**config.mk**
```make
export PLATFORM = sky130hd
export DESIGN_NAME = ssc_fracn_mod
export DESIGN_NICKNAME = d
export VERILOG_FILES = /design/src/rtl/ssc_pkg.sv /design/src/rtl/ssc_tick_seq.sv /design/src/rtl/ssc_ramp_acc.sv /design/src/rtl/ssc_word_out.sv /design/src/rtl/ssc_fracn_mod.sv
export SDC_FILE = /design/constraint.sdc
export NUM_CORES = 1
export LEC_CHECK = 0
export CAP_MARGIN = 20
export CORE_MARGIN = 5
export CORE_UTILIZATION = 52
export DETAILED_ROUTE_END_ITERATION = 7
export PLACE_DENSITY = 0.76
export SLEW_MARGIN = 0
export SYNTH_ARGS = -nofsm -noshare
export SYNTH_HDL_FRONTEND = slang
export SYNTH_SLANG_ARGS = --single-unit
```
**constraint.sdc**
```tcl
create_clock -name clk -period 5.3 [get_ports clk]
set_input_delay 1.06 -clock clk [delete_from_list [all_inputs] [get_ports clk]]
set_output_delay 1.06 -clock clk [all_outputs]
set_load 0.05 [all_outputs]
```
**src/rtl/ssc_pkg.sv**
```systemverilog
package ssc_pkg;
   typedef enum logic {
      RAMP_DN = 1'b0,
      RAMP_UP = 1'b1
   } ramp_dir_e;
endpackage

```
**src/rtl/ssc_tick_seq.sv**
```systemverilog
module ssc_tick_seq
   import ssc_pkg::*;
#(
   parameter int CNT_W = 16
) (
   input  logic             clk,
   input  logic             rst_n,
   input  logic             tick,
   input  logic             en,
   input  logic             center,
   input  logic [CNT_W-1:0] half_per,
   input  logic [CNT_W-1:0] adj_per,
   output logic             step_now,
   output ramp_dir_e        dir,
   output logic             run
);
   logic [CNT_W-1:0] adj_q;
   logic [CNT_W-1:0] ph_q;
   logic [CNT_W:0]   hp_p1;
   logic [CNT_W-1:0] ph_mid;

   assign hp_p1  = {1'b0, half_per} + (CNT_W+1)'(1);
   assign ph_mid = hp_p1[CNT_W:1];

   assign step_now = tick && en && run && (adj_q == adj_per);

   always_ff @(posedge clk or negedge rst_n) begin
      if (!rst_n) begin
         adj_q <= '0;
         ph_q  <= '0;
         dir   <= RAMP_DN;
         run   <= 1'b0;
      end else if (tick) begin
         if (!en) begin
            adj_q <= '0;
            ph_q  <= '0;
            dir   <= RAMP_DN;
            run   <= 1'b0;
         end else if (!run) begin
            run   <= 1'b1;
            adj_q <= '0;
            dir   <= RAMP_DN;
            ph_q  <= center ? ph_mid : '0;
         end else begin
            if (ph_q == half_per) begin
               ph_q  <= '0;
               adj_q <= '0;
               dir   <= (dir == RAMP_DN) ? RAMP_UP : RAMP_DN;
            end else begin
               ph_q  <= ph_q + CNT_W'(1);
               adj_q <= (adj_q == adj_per) ? '0 : adj_q + CNT_W'(1);
            end
         end
      end
   end
endmodule

```
**src/rtl/ssc_ramp_acc.sv**
```systemverilog
module ssc_ramp_acc
   import ssc_pkg::*;
#(
   parameter int CNT_W = 16,
   parameter int OFF_W = 34
) (
   input  logic                    clk,
   input  logic                    rst_n,
   input  logic                    tick,
   input  logic                    en,
   input  logic                    run,
   input  logic                    step_now,
   input  ramp_dir_e               dir,
   input  logic [CNT_W-1:0]        step,
   output logic signed [OFF_W-1:0] off_q,
   output logic signed [OFF_W-1:0] off_d
);
   logic signed [OFF_W-1:0] step_s;

   assign step_s = signed'({{(OFF_W-CNT_W){1'b0}}, step});

   always_comb begin
      off_d = off_q;
      if (tick) begin
         if (!en || !run)
            off_d = '0;
         else if (step_now)
            off_d = (dir == RAMP_DN) ? off_q - step_s : off_q + step_s;
      end
   end

   always_ff @(posedge clk or negedge rst_n) begin
      if (!rst_n) off_q <= '0;
      else        off_q <= off_d;
   end
endmodule

```
**src/rtl/ssc_word_out.sv**
```systemverilog
module ssc_word_out #(
   parameter int WORD_W   = 26,
   parameter int OFF_W    = 34,
   parameter bit SATURATE = 1'b1
) (
   input  logic                    clk,
   input  logic                    rst_n,
   input  logic                    tick,
   input  logic [WORD_W-1:0]       base,
   input  logic signed [OFF_W-1:0] off_d,
   output logic [WORD_W-1:0]       word
);
   localparam int SUM_W = OFF_W + 1;
   localparam logic signed [SUM_W-1:0] MAXV =
      {{(SUM_W-WORD_W){1'b0}}, {WORD_W{1'b1}}};

   logic signed [SUM_W-1:0] sum;
   logic [WORD_W-1:0]       next_word;

   assign sum = signed'({{(SUM_W-WORD_W){1'b0}}, base}) + {off_d[OFF_W-1], off_d};

   generate
      if (SATURATE) begin : g_sat
         always_comb begin
            if (sum < 0)         next_word = '0;
            else if (sum > MAXV) next_word = {WORD_W{1'b1}};
            else                 next_word = sum[WORD_W-1:0];
         end
      end else begin : g_wrap
         assign next_word = sum[WORD_W-1:0];
      end
   endgenerate

   always_ff @(posedge clk or negedge rst_n) begin
      if (!rst_n)    word <= '0;
      else if (tick) word <= next_word;
   end
endmodule

```
**src/rtl/ssc_fracn_mod.sv**
```systemverilog
module ssc_fracn_mod
   import ssc_pkg::*;
#(
   parameter int INT_W    = 8,
   parameter int FRAC_W   = 18,
   parameter int BYTE_W   = 8,
   parameter bit SATURATE = 1'b1
) (
   input  logic                       clk,
   input  logic                       rst_n,
   input  logic                       ref_tick,
   input  logic [INT_W-1:0]           int_start,
   input  logic [BYTE_W-1:0]          frac_lo,
   input  logic [BYTE_W-1:0]          frac_mid,
   input  logic [FRAC_W-2*BYTE_W-1:0] frac_hi,
   input  logic [BYTE_W-1:0]          half_lo,
   input  logic [BYTE_W-1:0]          half_hi,
   input  logic [BYTE_W-1:0]          step_lo,
   input  logic [BYTE_W-1:0]          step_hi,
   input  logic [BYTE_W-1:0]          adjp_lo,
   input  logic [BYTE_W-1:0]          adjp_hi,
   input  logic [1:0]                 ssc_ctrl,
   output logic [INT_W+FRAC_W-1:0]    div_word
);
   localparam int WORD_W = INT_W + FRAC_W;
   localparam int CNT_W  = 2 * BYTE_W;
   localparam int OFF_W  = 2 * CNT_W + 2;

   generate
      if (FRAC_W <= 2 * BYTE_W || FRAC_W > 3 * BYTE_W) begin : g_bad_frac
         $error("FRAC_W must exceed two bytes and fit in three");
      end
      if (WORD_W >= OFF_W) begin : g_bad_off
         $error("offset accumulator narrower than the word");
      end
   endgenerate

   logic [WORD_W-1:0]       base;
   logic [CNT_W-1:0]        half_per, step, adj_per;
   logic                    en, center;
   logic                    step_now, seq_run;
   ramp_dir_e               dir;
   logic signed [OFF_W-1:0] ramp_off, ramp_off_d;

   assign base     = {int_start, frac_hi, frac_mid, frac_lo};
   assign half_per = {half_hi, half_lo};
   assign step     = {step_hi, step_lo};
   assign adj_per  = {adjp_hi, adjp_lo};
   assign en       = ssc_ctrl[1];
   assign center   = ssc_ctrl[0];

   ssc_tick_seq #(.CNT_W(CNT_W)) u_seq (
      .clk      (clk),
      .rst_n    (rst_n),
      .tick     (ref_tick),
      .en       (en),
      .center   (center),
      .half_per (half_per),
      .adj_per  (adj_per),
      .step_now (step_now),
      .dir      (dir),
      .run      (seq_run)
   );

   ssc_ramp_acc #(.CNT_W(CNT_W), .OFF_W(OFF_W)) u_acc (
      .clk      (clk),
      .rst_n    (rst_n),
      .tick     (ref_tick),
      .en       (en),
      .run      (seq_run),
      .step_now (step_now),
      .dir      (dir),
      .step     (step),
      .off_q    (ramp_off),
      .off_d    (ramp_off_d)
   );

   ssc_word_out #(.WORD_W(WORD_W), .OFF_W(OFF_W), .SATURATE(SATURATE)) u_out (
      .clk   (clk),
      .rst_n (rst_n),
      .tick  (ref_tick),
      .base  (base),
      .off_d (ramp_off_d),
      .word  (div_word)
   );
endmodule

```
; ---- After elaboration in Yosys (flattened, before gate mapping)
; Cells that the tools add are included.
[totals]
output_inout_bits = 26
wordCells = 43
regBits = 94
in_bits = 79
[op_classes]
muxes = 19
reduce_logical = 7
eq_ne = 3
n_addsub = 6
magnitude_cmp = 2
[op_table]
columns = cell, count
row1 = $mux 34, 4
row2 = $mux 16, 8
row3 = $mux 26, 2
row4 = $add 27x34->35, 1
row5 = $gt 35x27->1 const B, 1
row6 = $lt 35x1->1 const B, 1
row7 = $add 34x17->34, 1
row8 = $sub 34x17->34, 1
row9 = $add 16x1->16 const B, 2
row10 = $eq 16x16->1, 2
row11 = $add 16x1->17 const B, 1
row12 = $mux 1, 5
row13 = $logic_and 1x1->1, 3
row14 = $ne 3x3->1 const B, 1
row15 = $logic_not 1->1, 2
row16 = $reduce_and 2->1, 1
row17 = $logic_or 1x1->1, 1

; ---- Depth between registers and ports, before layout
[logic_depth]
word_depth = 10
ltp_mapped = 30
ltp_nobuf = 29

; ---- Cells and area by module
; From an unflattened synthesis, not the netlist that was laid out.
[unflattened]
hier_cells = 1108
area_unflattened_um2 = 8907.3
[by_module_without_submodules]
columns = module, cells_each, area_each_um2, seq_area_each_um2, instances
row1 = ssc_ramp_acc, 415, 3324.4, 850.8, 1
row2 = ssc_word_out, 373, 2895.3, 650.6, 1
row3 = ssc_tick_seq, 320, 2687.6, 850.8, 1

; ---- Worst setup path after synthesis
; OpenSTA, ideal clock, no wires.
[synth_timing]
kind = input -> register
startpoint = in step_lo[2]
endpoint = reg u_out.word[10]
setup_ns = 0.150
path_slack_ns = -1.704
arrival_time_ns = 6.854
n_path_buf = 2
required_ns = 5.150
cell_stages = 26
cell_sequence = or3_1 > nor3_1 > nand2b_1 > nor3b_2 > nor3b_1 > ha_1 > mux2_2 > ha_1 > buf_2 > o21ai_0 > a21oi_1 > nor2_1 > o31ai_1 > xor2_1 > a22o_1 > ha_1 > a21o_1 > a21o_1 > a21o_1 > a311oi_1 > o21ai_1 > and3_1 > or4_1 > a211oi_4 > buf_6 > a41oi_1
[synth_between]
elab_chain_cells = 9
elab_cells_between_ends = 11
classes_between = 3 x add/sub / 2 x order compare / 6 x mux
[synth_lines]
columns = item, line
row1 = "start, declared", ssc_fracn_mod.sv:18  ; input logic [BYTE_W-1:0] step_lo,
row2 = $sub 34x17->34 / $add 34x17->34 (equally long branches), ssc_ramp_acc.sv:28  ; off_d = (dir == RAMP_DN) ? off_q - step_s : off_q + step_s;
row3 = $mux 34 (*), ssc_ramp_acc.sv:28
row4 = $mux 34 (*), ssc_ramp_acc.sv:27  ; else if (step_now)
row5 = $mux 34 (*), ssc_ramp_acc.sv:25  ; if (!en || !run)
row6 = $mux 34 (*), ssc_ramp_acc.sv:24  ; if (tick) begin
row7 = named net ramp_off_d[19], ssc_fracn_mod.sv:43  ; logic signed [OFF_W-1:0] ramp_off, ramp_off_d;
row8 = $add 27x34->35 (*), ssc_word_out.sv:20  ; assign sum = signed'({{(SUM_W-WORD_W){1'b0}}, base}) + {off_d[OFF_W-1], off_d};
row9 = $gt 35x27->1, ssc_word_out.sv:26  ; else if (sum > MAXV) next_word = {WORD_W{1'b1}};
row10 = $mux 26, ssc_word_out.sv:26
row11 = $mux 26 (*), ssc_word_out.sv:25  ; if (sum < 0) next_word = '0;
row12 = "end signal, assigned", ssc_word_out.sv:36  ; else if (tick) word <= next_word;
row13 = "end, declared", ssc_word_out.sv:11  ; output logic [WORD_W-1:0] word
; The timed path passes the listed nets; every way through them passes the cells marked *.
; A chain may end at the register's enable or synchronous reset.

; ---- Final worst setup path
[layout_timing]
startpoint = in step_lo[4]
endpoint = reg u_out.word[6]
; The elaborated chain is that of the path after synthesis.

==> results.py <==
metrics = {
    "cells_and_area": {
        "syn2layout_area_growth_pct": 46.61,
        "stdcell_area_um2": 12660,
        "instances_no_fill": 1596,
        "fillers": 1081,
        "post-route-util": 0.7714,
        "antenna_cells": 0,
        "num-nets-final": 1519,
        "drive_gt1_frac": 0.2820,
    },
    "sta": {
        "min_period_ns": 6.668,
        "fin_setup_tns_ns": -34.64,
        "finalSetupViolations": 26,
        "period_share": 1.258,
        "final-hold-violation-count": 0,
        "relSlewSlack": 0.4072,
        "fmax_ghz": 0.1500,
        "fin_worst_skew_ns": 0.007661,
        "setup_ws_ns": -1.368,
        "grt_setup_unrepaired": "true",
        "tightest_slew_ns": 0.8891,
        "drv_slew": 0,
    },
    "logic_synthesis": {
        "syn_area_um2": 8633,
        "yosys_register_bits": 94,
        "yosys_warnings": 0,
        "synth.avg_cell_area_um2": 8.293,
        "synth_cell_types": 76,
        "synthTopCellsByArea": "dfrtp_1, ha_1, xnor2_1",
        "synth_area_leader_cell": "dfrtp_1",
        "synth_cells": 1041,
        "synth_top_area_frac": 0.2725,
        "synthesis.nets": 1188,
        "synth-edff-count": 0,
        "synth_async_sr_flop_share": 1.000,
        "seq_area_frac_synth": 0.2725,
        "ys.flop_type": "dfrtp_1",
    },
    "routing": {
        "drtPass1Iterations": 5,
        "via_count": 9714,
        "wl_per_cell_um": 18.96,
        "ant_nets": 0,
        "dr.first_iter.drc_count": 903,
        "routed_via_density": 6.086,
        "drc": 0,
        "routed_wl_mm": 30.26,
    },
    "global_routing": {
        "antenna_found_initial": 0,
        "grt_usage": 0.2986,
        "overflow": 0,
        "grt_max_degree": 61,
        "grt_pass1_wl_mm": 47.75,
        "grt_pass1_vias": 9593,
    },
    "power_and_ir_drop": {
        "p_seq_frac": 0.392,
        "p_clk_frac": 0.376,
        "leakagePower_nw": 5.770,
        "power.total_w": 0.002028,
        "p_comb_frac": 0.232,
        "power.switching_w": 0.0005999,
        "p_per_area_nw_per_um2": 160.2,
        "vdd_drop_max_mv": 0.1567,
        "swShare": 0.2959,
        "power.internal_w": 0.001428,
    },
    "floorplanning": {
        "die-width_um": 138.9,
        "dieArea_um2": 19280,
        "die_h_um": 138.9,
        "initial_core_util": 0.5262,
        "core_um2": 16410,
        "row_count": 47,
        "boundaryPins": 105,
    },
    "worst_setup_path": {
        "path_class": "in -> reg",
        "crit_arrival_ns": 6.85,
        "worstPathMaxFanout": 7,
        "crit_path_start_kind": "input pin",
        "crit_path_top_delay_cell": "or3_4",
        "slowest_delay_ns": 0.39,
        "endpoint_kind": "register",
        "rr_worst_depth": 23,
        "crit_required_ns": 5.48,
        "crit_top_cell": "buf_4",
    },
    "clock_network": {
        "clk_latency_ns": 0.35,
        "clock_sinks": 94,
        "postCtsHoldBufs": 0,
        "cts-root-buf": "clkbuf_16",
        "clock_path_buffers": 2,
        "cts_tree": "built",
        "cts_buffers": 9,
        "clk_pin_slew_ns": 0.07,
        "h-tree-depth": 3,
    },
    "job": {
        "maxCapViolCount": 0,
    },
    "outcome": {
        "violations": "setup timing",
        "status": "finished, violations left",
    },
    "hold_path": {
        "hp-class": "reg -> reg",
        "holdPathStages": 2,
    },
    "place": {
        "dp.final_hpwl_mm": 21.64,
        "gp_congestion": 0.9451,
        "io_buffers": 104,
        "dp_cells": 1564,
        "placed_cell_area_um2": 11720,
    },
}
==> area by class of cell <==
class / instances / area, um^2 / share of cell area
well taps: 220 / 275.3 / 0.02175
flip-flops and latches: 94 / 2352 / 0.1858
repair buffers: 365 / 3115 / 0.2461
clock inverters: 6 / 116.4 / 0.009193
clock buffers: 9 / 225.2 / 0.01779
multi-input cells: 864 / 6430 / 0.5080
inverters: 38 / 142.6 / 0.01127
==> power groups by stage <==
stage	sequential, W	combinational, W	clock [W]
final	0.000794	0.000471	0.000762
after detailed placement	0.000803	0.000445	0
after global placement	0.000803	0.000434	0
after CTS	0.000791	0.000456	0.000758
after floorplan	0.000852	0.000176	0
after global routing	0.000797	0.000507	0.000791
==> routing by layer <==
layer  wire, um  global-route usage  share of wire
met4       1219              0.1076          0.040
met1      11970              0.3773           0.40
met3       2209             0.05310          0.073
met2      14860              0.5134           0.49
met5          0                   0              0
==> cell families (layout without fill, tap and decap cells) <==
logic type	after synthesis	after routing	share of synthesized area
xor+xnor	120	120	0.1217
flops	94	94	0.2725
buf+inv	83	418	0.03971
mux	8	8	0.01000
compound gates	355	355	0.2704
simple gates	313	313	0.1854
fa+ha+maj	68	68	0.1003
==> sequential cells by signal, summed over array words and instances, names as in the netlist <==
register     count
u_seq.ph_q      16
u_out.word      26
u_seq.adj_q     16
u_acc.off_q     34
u_seq.dir        1
u_seq.run        1
==> what timing repair did <==
item | in CTS | in global routing
buffers inserted | 8 | 7
endpoints found under the setup margin | 26 | 26
pin swaps | 32 | 23
gates cloned | 3 | 0
gates resized for setup | 66 | 37
==> layout by cell type (no fill, tap or decap), types with 6 or more instances in the layout <==
master,n
xor2_1,58
o31ai_1,12
dfrtp_1,94
clkbuf_16,9
o21ai_2,11
nor4_2,6
xnor2_1,61
a41oi_2,11
and3_1,13
a41oi_1,15
ha_4,7
o21ai_0,73
nor2_1,75
nand2b_1,14
nor3_1,19
a21o_1,17
ha_1,59
nand2_1,69
clkdlybuf4s50_1,96
a22o_1,30
o21ai_1,11
a211oi_1,6
o211ai_1,6
buf_4,251
nand4_1,22
a21oi_2,12
inv_1,36
buf_6,6
a21oi_1,87
nand3_1,34
a31oi_1,12
==> path summary, 6_finish.rpt <==
kind                                 from              end  slack, ns
max                            step_lo[4]    u_out.word[6]      -1.37
min                        u_seq.ph_q[15]   u_seq.ph_q[15]       0.57
max reg2reg                     u_seq.dir    u_out.word[6]      -0.42
min reg2reg                u_seq.ph_q[15]   u_seq.ph_q[15]       0.57
max in group asynchronous           rst_n    u_seq.ph_q[4]       3.48
min in group asynchronous           rst_n  u_acc.off_q[30]       0.74
==> critical path, delay by kind of cell <==
| family | cells | cell delay [ns] |
|---|---|---|
| buf+inv | 6 | 0.94 |
| compound gates | 8 | 1.86 |
| fa+ha+maj | 2 | 0.63 |
| simple gates | 9 | 1.78 |
| mux | 1 | 0.29 |
| xor+xnor | 2 | 0.30 |
==> through the flow <==
stage               setup WS, ns  hold slack [ns]
floorplan                 -1.384           0.5008
global placement          -1.797           0.5245
detailed placement        -1.960           0.5467
CTS                       -1.190           0.5626
global route              -1.628           0.5909
finish                    -1.368           0.5663
==> Yosys cell counts, types with 7 or more instances <==
library cell / count
a21oi_1: 97
dfrtp_1: 94
o21ai_0: 81
nor2_1: 78
nand2_1: 71
ha_1: 66
xnor2_1: 62
xor2_1: 58
inv_1: 36
nand3_1: 35
clkbuf_1: 32
a22o_1: 30
a41oi_1: 26
nand4_1: 22
nor3_1: 21
a21o_1: 17
and3_1: 16
nand2b_1: 16
a31oi_1: 13
o31ai_1: 13
o21ai_1: 12
o21bai_1: 7
Note: power is estimated with default switching activity, not from simulation.
